`src/rtl/cfgrf_pkg.sv`:
```
package cfgrf_pkg;

    typedef enum logic [0:0] {
        ST_IDLE  = 1'b0,
        ST_ARMED = 1'b1
    } port_state_e;

    localparam int unsigned DW = 8;

    localparam logic [DW-1:0] IX_PERF    = 8'h20;
    localparam logic [DW-1:0] IX_CFG1    = 8'hC1;
    localparam logic [DW-1:0] IX_CFG2    = 8'hC2;
    localparam logic [DW-1:0] IX_CFG3    = 8'hC3;
    localparam logic [DW-1:0] IX_REGION0 = 8'hCD;
    localparam logic [DW-1:0] IX_CFG4    = 8'hE8;
    localparam logic [DW-1:0] IX_PWR     = 8'hF0;
    localparam logic [DW-1:0] IX_ID0     = 8'hFE;
    localparam logic [DW-1:0] IX_ID1     = 8'hFF;

    localparam logic [DW-1:0] M_PERF     = 8'h87;
    localparam logic [DW-1:0] M_CFG1     = 8'h0E;
    localparam logic [DW-1:0] M_CFG2     = 8'hDE;
    localparam logic [DW-1:0] M_CFG4     = 8'h1F;
    localparam logic [DW-1:0] M_CFG4_ID  = 8'h80;
    localparam logic [DW-1:0] M_PWR      = 8'h07;

    localparam int unsigned B_LOCK   = 0;
    localparam int unsigned B_NMI    = 1;
    localparam int unsigned B_MAPEN  = 4;

    localparam logic [DW-1:0] RD_FLOAT = 8'hFF;

endpackage

```
`src/rtl/cfgrf_port_fsm.sv`:
```
module cfgrf_port_fsm
    import cfgrf_pkg::*;
#(
    parameter int unsigned ADDR_W = 16,
    parameter logic [ADDR_W-1:0] IDX_PORT  = 'h22,
    parameter logic [ADDR_W-1:0] DATA_PORT = 'h23
) (
    input  logic              clk,
    input  logic              rst_n,
    input  logic              io_wr,
    input  logic              io_rd,
    input  logic [ADDR_W-1:0] io_addr,
    input  logic [DW-1:0]     io_wdata,
    output logic              acc_wr,
    output logic              acc_rd,
    output logic              float_rd,
    output logic [DW-1:0]     idx_o,
    output logic              armed_o
);

    port_state_e state_q, state_d;
    logic [DW-1:0] idx_q;

    logic rd_req, idx_wr, idx_rd, dat_wr, dat_rd, dat_any;

    assign rd_req  = io_rd & ~io_wr;
    assign idx_wr  = io_wr  && (io_addr == IDX_PORT);
    assign idx_rd  = rd_req && (io_addr == IDX_PORT);
    assign dat_wr  = io_wr  && (io_addr == DATA_PORT);
    assign dat_rd  = rd_req && (io_addr == DATA_PORT);
    assign dat_any = dat_wr | dat_rd;

    // next-state logic
    always_comb begin
        state_d = state_q;
        unique case (state_q)
            ST_IDLE: begin
                if (idx_wr) state_d = ST_ARMED;          // T_ARM
            end
            ST_ARMED: begin
                if (idx_wr)       state_d = ST_ARMED;    // T_REARM
                else if (dat_any) state_d = ST_IDLE;     // T_CONSUME
            end
            default: state_d = ST_IDLE;
        endcase
    end

    // state register
    always_ff @(posedge clk) begin
        if (!rst_n) begin
            state_q <= ST_IDLE;
            idx_q   <= '0;
        end else begin
            state_q <= state_d;
            if (idx_wr) idx_q <= io_wdata;
        end
    end

    // outputs
    always_comb begin
        acc_wr   = 1'b0;
        acc_rd   = 1'b0;
        float_rd = idx_rd;
        unique case (state_q)
            ST_IDLE: begin
                float_rd = idx_rd | dat_rd;               // T_STRAY read
            end
            ST_ARMED: begin
                acc_wr = dat_wr;
                acc_rd = dat_rd;
            end
            default: ;
        endcase
    end

    assign idx_o   = idx_q;
    assign armed_o = (state_q == ST_ARMED);

endmodule

```
`src/rtl/cfgrf_regs.sv`:
```
module cfgrf_regs
    import cfgrf_pkg::*;
#(
    parameter logic [DW-1:0] DEV_REV     = 8'h13,
    parameter int unsigned REGION_BYTES  = 3
) (
    input  logic                       clk,
    input  logic                       rst_n,
    input  logic                       we,
    input  logic [DW-1:0]              widx,
    input  logic [DW-1:0]              wdata,
    input  logic                       smm_active,
    output logic [DW-1:0]              perf_q,
    output logic [DW-1:0]              cfg1_q,
    output logic [DW-1:0]              cfg2_q,
    output logic [DW-1:0]              cfg3_q,
    output logic [DW-1:0]              cfg4_q,
    output logic [DW-1:0]              pwr_q,
    output logic [DW*REGION_BYTES-1:0] region_q
);

    localparam logic [DW-1:0] CFG4_WMASK =
        (DEV_REV[7:4] != 4'h0) ? (M_CFG4 | M_CFG4_ID) : M_CFG4;

    logic map_en, frozen;
    assign map_en = cfg3_q[B_MAPEN];
    assign frozen = cfg3_q[B_LOCK] & smm_active;

    logic [DW-1:0] cfg3_next;
    always_comb begin
        cfg3_next         = wdata;
        cfg3_next[B_LOCK] = cfg3_q[B_LOCK] | wdata[B_LOCK];
        if (frozen) cfg3_next[B_NMI] = cfg3_q[B_NMI];
    end

    always_ff @(posedge clk) begin
        if (!rst_n) begin
            perf_q <= '0;
            cfg1_q <= '0;
            cfg2_q <= '0;
            cfg3_q <= '0;
            cfg4_q <= '0;
            pwr_q  <= '0;
        end else if (we) begin
            unique case (widx)
                IX_CFG1: if (!frozen) cfg1_q <= wdata & M_CFG1;
                IX_CFG2: cfg2_q <= wdata & M_CFG2;
                IX_CFG3: cfg3_q <= cfg3_next;
                IX_PERF: if (map_en) perf_q <= wdata & M_PERF;
                IX_CFG4: if (map_en) cfg4_q <= wdata & CFG4_WMASK;
                IX_PWR:  if (map_en) pwr_q  <= wdata & M_PWR;
                default: ;
            endcase
        end
    end

    for (genvar g = 0; g < REGION_BYTES; g++) begin : g_region
        localparam logic [DW-1:0] MY_IDX = IX_REGION0 + DW'(g);
        always_ff @(posedge clk) begin
            if (!rst_n)
                region_q[DW*(REGION_BYTES-1-g) +: DW] <= '0;
            else if (we && widx == MY_IDX)
                region_q[DW*(REGION_BYTES-1-g) +: DW] <= wdata;
        end
    end

endmodule

```
`src/rtl/cfgrf_rd_mux.sv`:
```
module cfgrf_rd_mux
    import cfgrf_pkg::*;
#(
    parameter logic [DW-1:0] DEV_ID      = 8'h2D,
    parameter logic [DW-1:0] DEV_REV     = 8'h13,
    parameter int unsigned REGION_BYTES  = 3
) (
    input  logic [DW-1:0]              ridx,
    input  logic [DW-1:0]              perf_q,
    input  logic [DW-1:0]              cfg1_q,
    input  logic [DW-1:0]              cfg2_q,
    input  logic [DW-1:0]              cfg3_q,
    input  logic [DW-1:0]              cfg4_q,
    input  logic [DW-1:0]              pwr_q,
    input  logic [DW*REGION_BYTES-1:0] region_q,
    output logic [DW-1:0]              rval
);

    logic map_en;
    assign map_en = cfg3_q[B_MAPEN];

    always_comb begin
        rval = RD_FLOAT;
        unique case (ridx)
            IX_CFG1: rval = cfg1_q;
            IX_CFG2: rval = cfg2_q;
            IX_CFG3: rval = cfg3_q;
            IX_ID0:  rval = DEV_ID;
            IX_ID1:  rval = DEV_REV;
            IX_PERF: if (map_en) rval = perf_q;
            IX_CFG4: if (map_en) rval = cfg4_q;
            IX_PWR:  if (map_en) rval = pwr_q;
            default: ;
        endcase
        for (int g = 0; g < REGION_BYTES; g++) begin
            if (ridx == IX_REGION0 + DW'(g))
                rval = region_q[DW*(REGION_BYTES-1-g) +: DW];
        end
    end

endmodule

```
`src/rtl/cfg_index_regfile.sv`:
```
module cfg_index_regfile
    import cfgrf_pkg::*;
#(
    parameter int unsigned ADDR_W        = 16,
    parameter logic [ADDR_W-1:0] IDX_PORT  = 'h22,
    parameter logic [ADDR_W-1:0] DATA_PORT = 'h23,
    parameter logic [7:0] DEV_ID         = 8'h2D,
    parameter logic [7:0] DEV_REV        = 8'h13,
    parameter int unsigned REGION_BYTES  = 3
) (
    input  logic                      clk,
    input  logic                      rst_n,
    input  logic                      io_wr,
    input  logic                      io_rd,
    input  logic [ADDR_W-1:0]         io_addr,
    input  logic [7:0]                io_wdata,
    output logic [7:0]                io_rdata,
    input  logic                      smm_active,
    output logic [7:0]                perf_ctl_o,
    output logic [7:0]                cfg1_o,
    output logic [7:0]                cfg2_o,
    output logic [7:0]                cfg3_o,
    output logic [7:0]                cfg4_o,
    output logic [7:0]                pwr_o,
    output logic [8*REGION_BYTES-1:0] region_o
);

    logic          acc_wr, acc_rd, float_rd, armed;
    logic [DW-1:0] idx, rval;

    cfgrf_port_fsm #(
        .ADDR_W(ADDR_W), .IDX_PORT(IDX_PORT), .DATA_PORT(DATA_PORT)
    ) u_fsm (
        .clk(clk), .rst_n(rst_n), .io_wr(io_wr), .io_rd(io_rd),
        .io_addr(io_addr), .io_wdata(io_wdata),
        .acc_wr(acc_wr), .acc_rd(acc_rd), .float_rd(float_rd),
        .idx_o(idx), .armed_o(armed)
    );

    cfgrf_regs #(
        .DEV_REV(DEV_REV), .REGION_BYTES(REGION_BYTES)
    ) u_regs (
        .clk(clk), .rst_n(rst_n), .we(acc_wr), .widx(idx), .wdata(io_wdata),
        .smm_active(smm_active),
        .perf_q(perf_ctl_o), .cfg1_q(cfg1_o), .cfg2_q(cfg2_o), .cfg3_q(cfg3_o),
        .cfg4_q(cfg4_o), .pwr_q(pwr_o), .region_q(region_o)
    );

    cfgrf_rd_mux #(
        .DEV_ID(DEV_ID), .DEV_REV(DEV_REV), .REGION_BYTES(REGION_BYTES)
    ) u_mux (
        .ridx(idx), .perf_q(perf_ctl_o), .cfg1_q(cfg1_o), .cfg2_q(cfg2_o),
        .cfg3_q(cfg3_o), .cfg4_q(cfg4_o), .pwr_q(pwr_o), .region_q(region_o),
        .rval(rval)
    );

    always_ff @(posedge clk) begin
        if (!rst_n)        io_rdata <= RD_FLOAT;
        else if (acc_rd)   io_rdata <= rval;
        else if (float_rd) io_rdata <= RD_FLOAT;
    end

endmodule

```
`config.mk`:
```
export PLATFORM = sky130hd
export DESIGN_NAME = cfg_index_regfile
export DESIGN_NICKNAME = d
export VERILOG_FILES = /design/src/rtl/cfgrf_pkg.sv /design/src/rtl/cfgrf_port_fsm.sv /design/src/rtl/cfgrf_regs.sv /design/src/rtl/cfgrf_rd_mux.sv /design/src/rtl/cfg_index_regfile.sv
export SDC_FILE = /design/constraint.sdc
export NUM_CORES = 1
export LEC_CHECK = 0
export BUFFER_PORTS_ARGS = -buffer_cell sky130_fd_sc_hd__clkbuf_2
export CORE_AREA = 2 2 146 77
export DETAILED_ROUTE_END_ITERATION = 7
export DIE_AREA = 0 0 148 79
export GPL_TIMING_DRIVEN = 0
export HOLD_SLACK_MARGIN = 0.06
export RECOVER_POWER = 25
export REMOVE_ABC_BUFFERS = 1
export SYNTH_ARGS = -nofsm -noshare
export SYNTH_HDL_FRONTEND = slang
export SYNTH_HIERARCHICAL = 1
export SYNTH_SLANG_ARGS = --single-unit
export TNS_END_PERCENT = 20
```
`constraint.sdc`:
```
create_clock -name clk -period 3.9 [get_ports clk]
set_input_delay 0.78 -clock clk [delete_from_list [all_inputs] [get_ports clk]]
set_output_delay 0.78 -clock clk [all_outputs]
set_load 0.01 [all_outputs]
```
# Yosys cells after proc, flatten, opt, wreduce, memory -nomap -nowiden
# Cells that the tools add are included.
# word_totals
ff_bits	71
latch_bits	0
ram_bits	0
rom_bits	0
inputBits	29
out_inout_bits	80
memories	0
# classes
add_sub_neg	0
n_mul	0
n_div	0
order_cmp	0
eq_ne	13
shifts	0
n_mux	16
bitwise	8
n_reduce_logical	15
# op_table
cell	count
$eq A8 B8 Y1 const B	10
$mux W8	8
$pmux W8 S8	1
$eq A16 B6 Y1 const B	2
$reduce_and A3 Y1	5
$eq A8 B6 Y1 const B	1
$logic_and A1 B1 Y1	7
$mux W1	6
$reduce_and A2 Y1	2
$not A1 Y1	3
$or A1 B1 Y1	3
$and A1 B1 Y1	2
$pmux W1 S2	1
$reduce_bool A2 Y1	1

# Logic depth before layout (Yosys ltp)
# logic_depth
ltp_word	7
ltp_mapped	9
ltp_nobuf	7

# Cells and area by module
# The synthesis kept the hierarchy.
# by_module_without_submodules
module	n_inst	cells_each	area_each_um2	seq_area_each_um2
cfgrf_regs	1	222	2298.5	1081.0
cfgrf_rd_mux	1	144	959.7	0.0
cfgrf_port_fsm	1	52	462.9	180.2
cfg_index_regfile	1	34	320.3	160.2

# Worst setup path after synthesis
# Ideal clock, no wire load.
# synth_timing
path_type	input port to flip-flop
from	input io_addr[4]
to	register u_regs.cfg4_q[1]
setup_time_ns	0.073
arrival_ns	2.356
required_time_ns	3.827
slack_ns	1.471
path_stages	6
n_path_buf	0
path_cell_list	nor4bb_1 > and4_4 > and4_2 > nand2b_4 > nor4_4 > mux2i_1
# synth_between
elab_chain_cells	4
# synth_lines
item	line_no	text
start: declaration	cfg_index_regfile.sv:15	input logic [ADDR_W-1:0] io_addr,
$eq A16 B6 Y1	cfgrf_port_fsm.sv:29	assign dat_wr = io_wr && (io_addr == DATA_PORT);
$logic_and A1 B1 Y1	cfgrf_port_fsm.sv:29	
$mux W1	cfgrf_port_fsm.sv:64	unique case (state_q)
net acc_wr	cfg_index_regfile.sv:28	logic acc_wr, acc_rd, float_rd, armed;
$reduce_and A3 Y1 (no line)	--	
end signal: assignment	cfgrf_regs.sv:50	IX_CFG4: if (map_en) cfg4_q <= wdata & CFG4_WMASK;
end: declaration	cfgrf_regs.sv:17	output logic [DW-1:0] cfg4_q,
# The timed path passes the listed nets, and every way through them passes these cells.
# A chain may end at the register's enable or synchronous reset.

# Final worst setup path
# layout_timing
from	register u_fsm.idx_q[0], in the netlist u_fsm/idx_o[0]
to	register io_rdata[4]
# layout_between
elab_chain_cells	6
word_cells_on_any_way	16
cone_classes	eq/ne (11); mux (5)
# layout_lines
item	line_no	text
start: declaration	cfgrf_port_fsm.sv:22	logic [DW-1:0] idx_q;
start signal: assignment	cfgrf_port_fsm.sv:55	if (idx_wr) idx_q <= io_wdata;
$eq A8 B8 Y1 or $eq A8 B6 Y1 (tied branches)	cfgrf_rd_mux.sv:24	unique case (ridx)
$pmux W8 S8	cfgrf_rd_mux.sv:24	
$mux W8 (2 in a row)	cfgrf_rd_mux.sv:36	if (ridx == IX_REGION0 + DW'(g))
$mux W8 *	cfgrf_rd_mux.sv:36	
net rval[4]	cfg_index_regfile.sv:29	logic [DW-1:0] idx, rval;
$mux W8 *	cfg_index_regfile.sv:59	else if (acc_rd) io_rdata <= rval;
end signal: assignment	cfg_index_regfile.sv:59	
end: declaration	cfg_index_regfile.sv:17	output logic [7:0] io_rdata,
# The timed path passes the listed nets; every way through them passes the cells marked *.

==> results.toml <==
[clock_network]
cts_resized = 0
clk_pin_slew_ns = 0.06
clock-sinks = 71
post_cts_buffers = 0
clockBufferDepth = 2
cts_tree = "built"
htreeDepth = 3
worstSkewPairLatency_ns = 0.33
holdBufCountCts = 0
cts_root_buffer = "clkbuf_16"
cts_buffers = 9

[yosys]
yosys.area_share.adder_pct = 0
yosysWarnings = 6
syn_inst = 452
synth_xor_area_share_pct = 0
synth_top_area_cell = "dfxtp_1"
synth_mux_area_share_pct = 17.52
synth_seq_cells = 71
synth_top_family_by_area = "simple AND/OR/NAND/NOR gates"
syn_avg_cell_area_um2 = 8.941
syn_area_mm2 = 0.004041
synth_compound_area_share_pct = 13.44
synth_flop_cell = "dfxtp_1"
synth_edf_count = 0
synth-seq-area-share_pct = 35.17
synth_top_area_share_pct = 35.17
yosys-top-cells-count = "nand2_1 (90), dfxtp_1 (71), mux2i_1 (64)"
yosysUniqueCellTypes = 64
ys_top_cells_by_area = "dfxtp_1 (35%), mux2i_1 (16%), nand2_1 (8.4%), buf_4 (3.7%), a21oi_1 (2.7%)"
ys_async_sr_fraction_pct = 0
synth-simple-area-share_pct = 25.82
post-synth-top-count-cell = "nand2_1"

[routing]
wl_per_cell_um = 18.02
wl_um = 12180
first_iter_violations = 412
vias = 3613
viasPerCell = 5.345
ant_nets = 0
dr.pass1.iters = 5
drc_errors = 0

[worst_hold_path]
hp-start = "u_regs/cfg4_q[4]"
hold_class = "flip-flop to flip-flop"
whs_endpoint = "u_regs/cfg4_q[4]"
holdPathStages = 2

[sta]
setup_violations = 0
finClkSkew_ns = 0.005772
relSlewSlack_pct = 8.116
period_share_pct = 87.06
slew_violations = 0
worst_slew_pin_slew_ns = 1.376
fin_tns_setup_ns = 0
hold_viol = 0
min_period_ns = 3.395
fmaxAchievable_mhz = 294.5
rsz0062_at_grt = "no"

[worst_setup_path]
crit_fanout = 29
crit_path_end_kind = "flip-flop"
worstReg2RegStart = "u_fsm/idx_o[0]"
crit_type = "flip-flop to flip-flop"
critPathRequiredTime_ns = 4.08
critPathLaunchType = "flip-flop"
arrival_ns = 3.57
reg2reg_slack_ns = 0.50
worstReg2RegEnd = "io_rdata[4]"
rr_worst_depth = 7

[grt]
grt_pass1_wl_um = 18500
grt_overflow = 0
grt_usage_pct = 20.84
grt_max_degree = 88
antenna_found_initial = 0
first_global_vias = 3338

[power]
ir_drop_mv = 0.2226
p_leak_nw = 1.812
p_per_area_mw_per_mm2 = 347.2
p_total_w = 0.001640

[die]
die_y_um = 79
core-area_mm2 = 0.01054
die_w_um = 148
io_pins = 109
rows = 27
die_area_mm2 = 0.01169
initial_core_util_pct = 38.34

[run]
drv_cap = 0

[cells_and_area]
multi_input_area_mm2 = 0.002362
fillers = 1065
area_delta_synth_final_pct = 16.87
seq_area_mm2 = 0.001421
postLayoutCellArea_mm2 = 0.004723
num_antenna_cells = 0
nets = 556
drive_gt1_share_pct = 19.77

[placed_design]
dpl_cell_area_mm2 = 0.004459
dp_hpwl_um = 8956
io_buffers = 90
gp_congestion = 0.8721

[outcome]
status = "completed"
## kinds of logic after synthesis
group           Yosys count
simple gates            177
flops                    71
mux                      70
buf+inv                  54
other cells               1
compound gates           79
## placed cells by master (no fill, tap or decap), drive strengths merged, types with 11 or more instances in the layout
master	count
a21oi	22
inv	11
dfxtp	71
mux2i	64
nor2	14
nor2b	11
clkbuf	102
conb	18
o21ai	24
nand2	90
nor3	12
## per-stage QoR
stage / utilization (%) / worst slack, ns / hold WS (ns) / instances
floorplan: - / 1.355 / 0.4863 / 426
global placement: 42.28 / 0.6304 / 0.4618 / 661
detailed placement: 42.31 / 0.6254 / 0.4610 / 661
CTS: 45.20 / 0.6119 / 0.4695 / 676
global route: 44.81 / 0.3643 / 0.4870 / 676
finish: 44.81 / 0.5048 / 0.4702 / 676
## critical path: stages (launching register included)
cell	delay (ns)
dfxtp_1	1.11
nor2b_1	0.45
a22oi_1	0.30
nor2_1	0.07
a2111oi_1	0.76
a21oi_1	0.32
nor2b_4	0.16
o21ai_1	0.06
## metal layers
metal	track usage [%]	routed length [um]	vias to the layer above
met1	31.23	6030	1723
met2	29.17	4927	157
met3	6.264	1153	8
li1	-	-	1725
met4	4.190	68	0
met5	0	0	-
## report_power, final
| part | leakage, nW | internal (W) | switching (W) | total [W] |
|---|---|---|---|---|
| combinational | 1.09 | 0.0000171 | 0.0000451 | 0.0000623 |
| clock | 0.147 | 0.000558 | 0.000294 | 0.000852 |
| sequential | 0.572 | 0.000726 | 0.00000000401 | 0.000726 |
## worst max path at each step
stage	start	to	slack, ns
4_1_cts	u_fsm/idx_o[1]	io_rdata[3]	0.61
6_report	u_fsm/idx_o[0]	io_rdata[4]	0.50
5_1_grt	u_fsm/idx_o[1]	io_rdata[3]	0.36
3_5_place_dp	u_fsm/idx_o[1]	io_rdata[3]	0.63
2_1_floorplan	io_addr[4]	u_regs/region_q[17]	1.35
3_3_place_gp	u_fsm/idx_o[1]	io_rdata[3]	0.63
## sequential cells by signal, indices dropped and copies added, names as in the netlist
signal           cells
u_regs/region_q     24
io_rdata             8
u_fsm/idx_o          8
u_regs/cfg3_q        8
u_regs/cfg2_q        6
u_regs/cfg4_q        6
u_regs/perf_q        4
u_regs/cfg1_q        3
u_regs/pwr_q         3
u_fsm/armed_o        1
## layout make-up
type	instances	area share, %
well taps	145	3.841
multi-input cells	344	50.01
clock inverters	3	1.457
inverters	11	0.8742
repair buffers	90	8.715
clock buffers	12	5.007
flip-flops and latches	71	30.09
No activity file was read; power rests on OpenSTA's default activity.
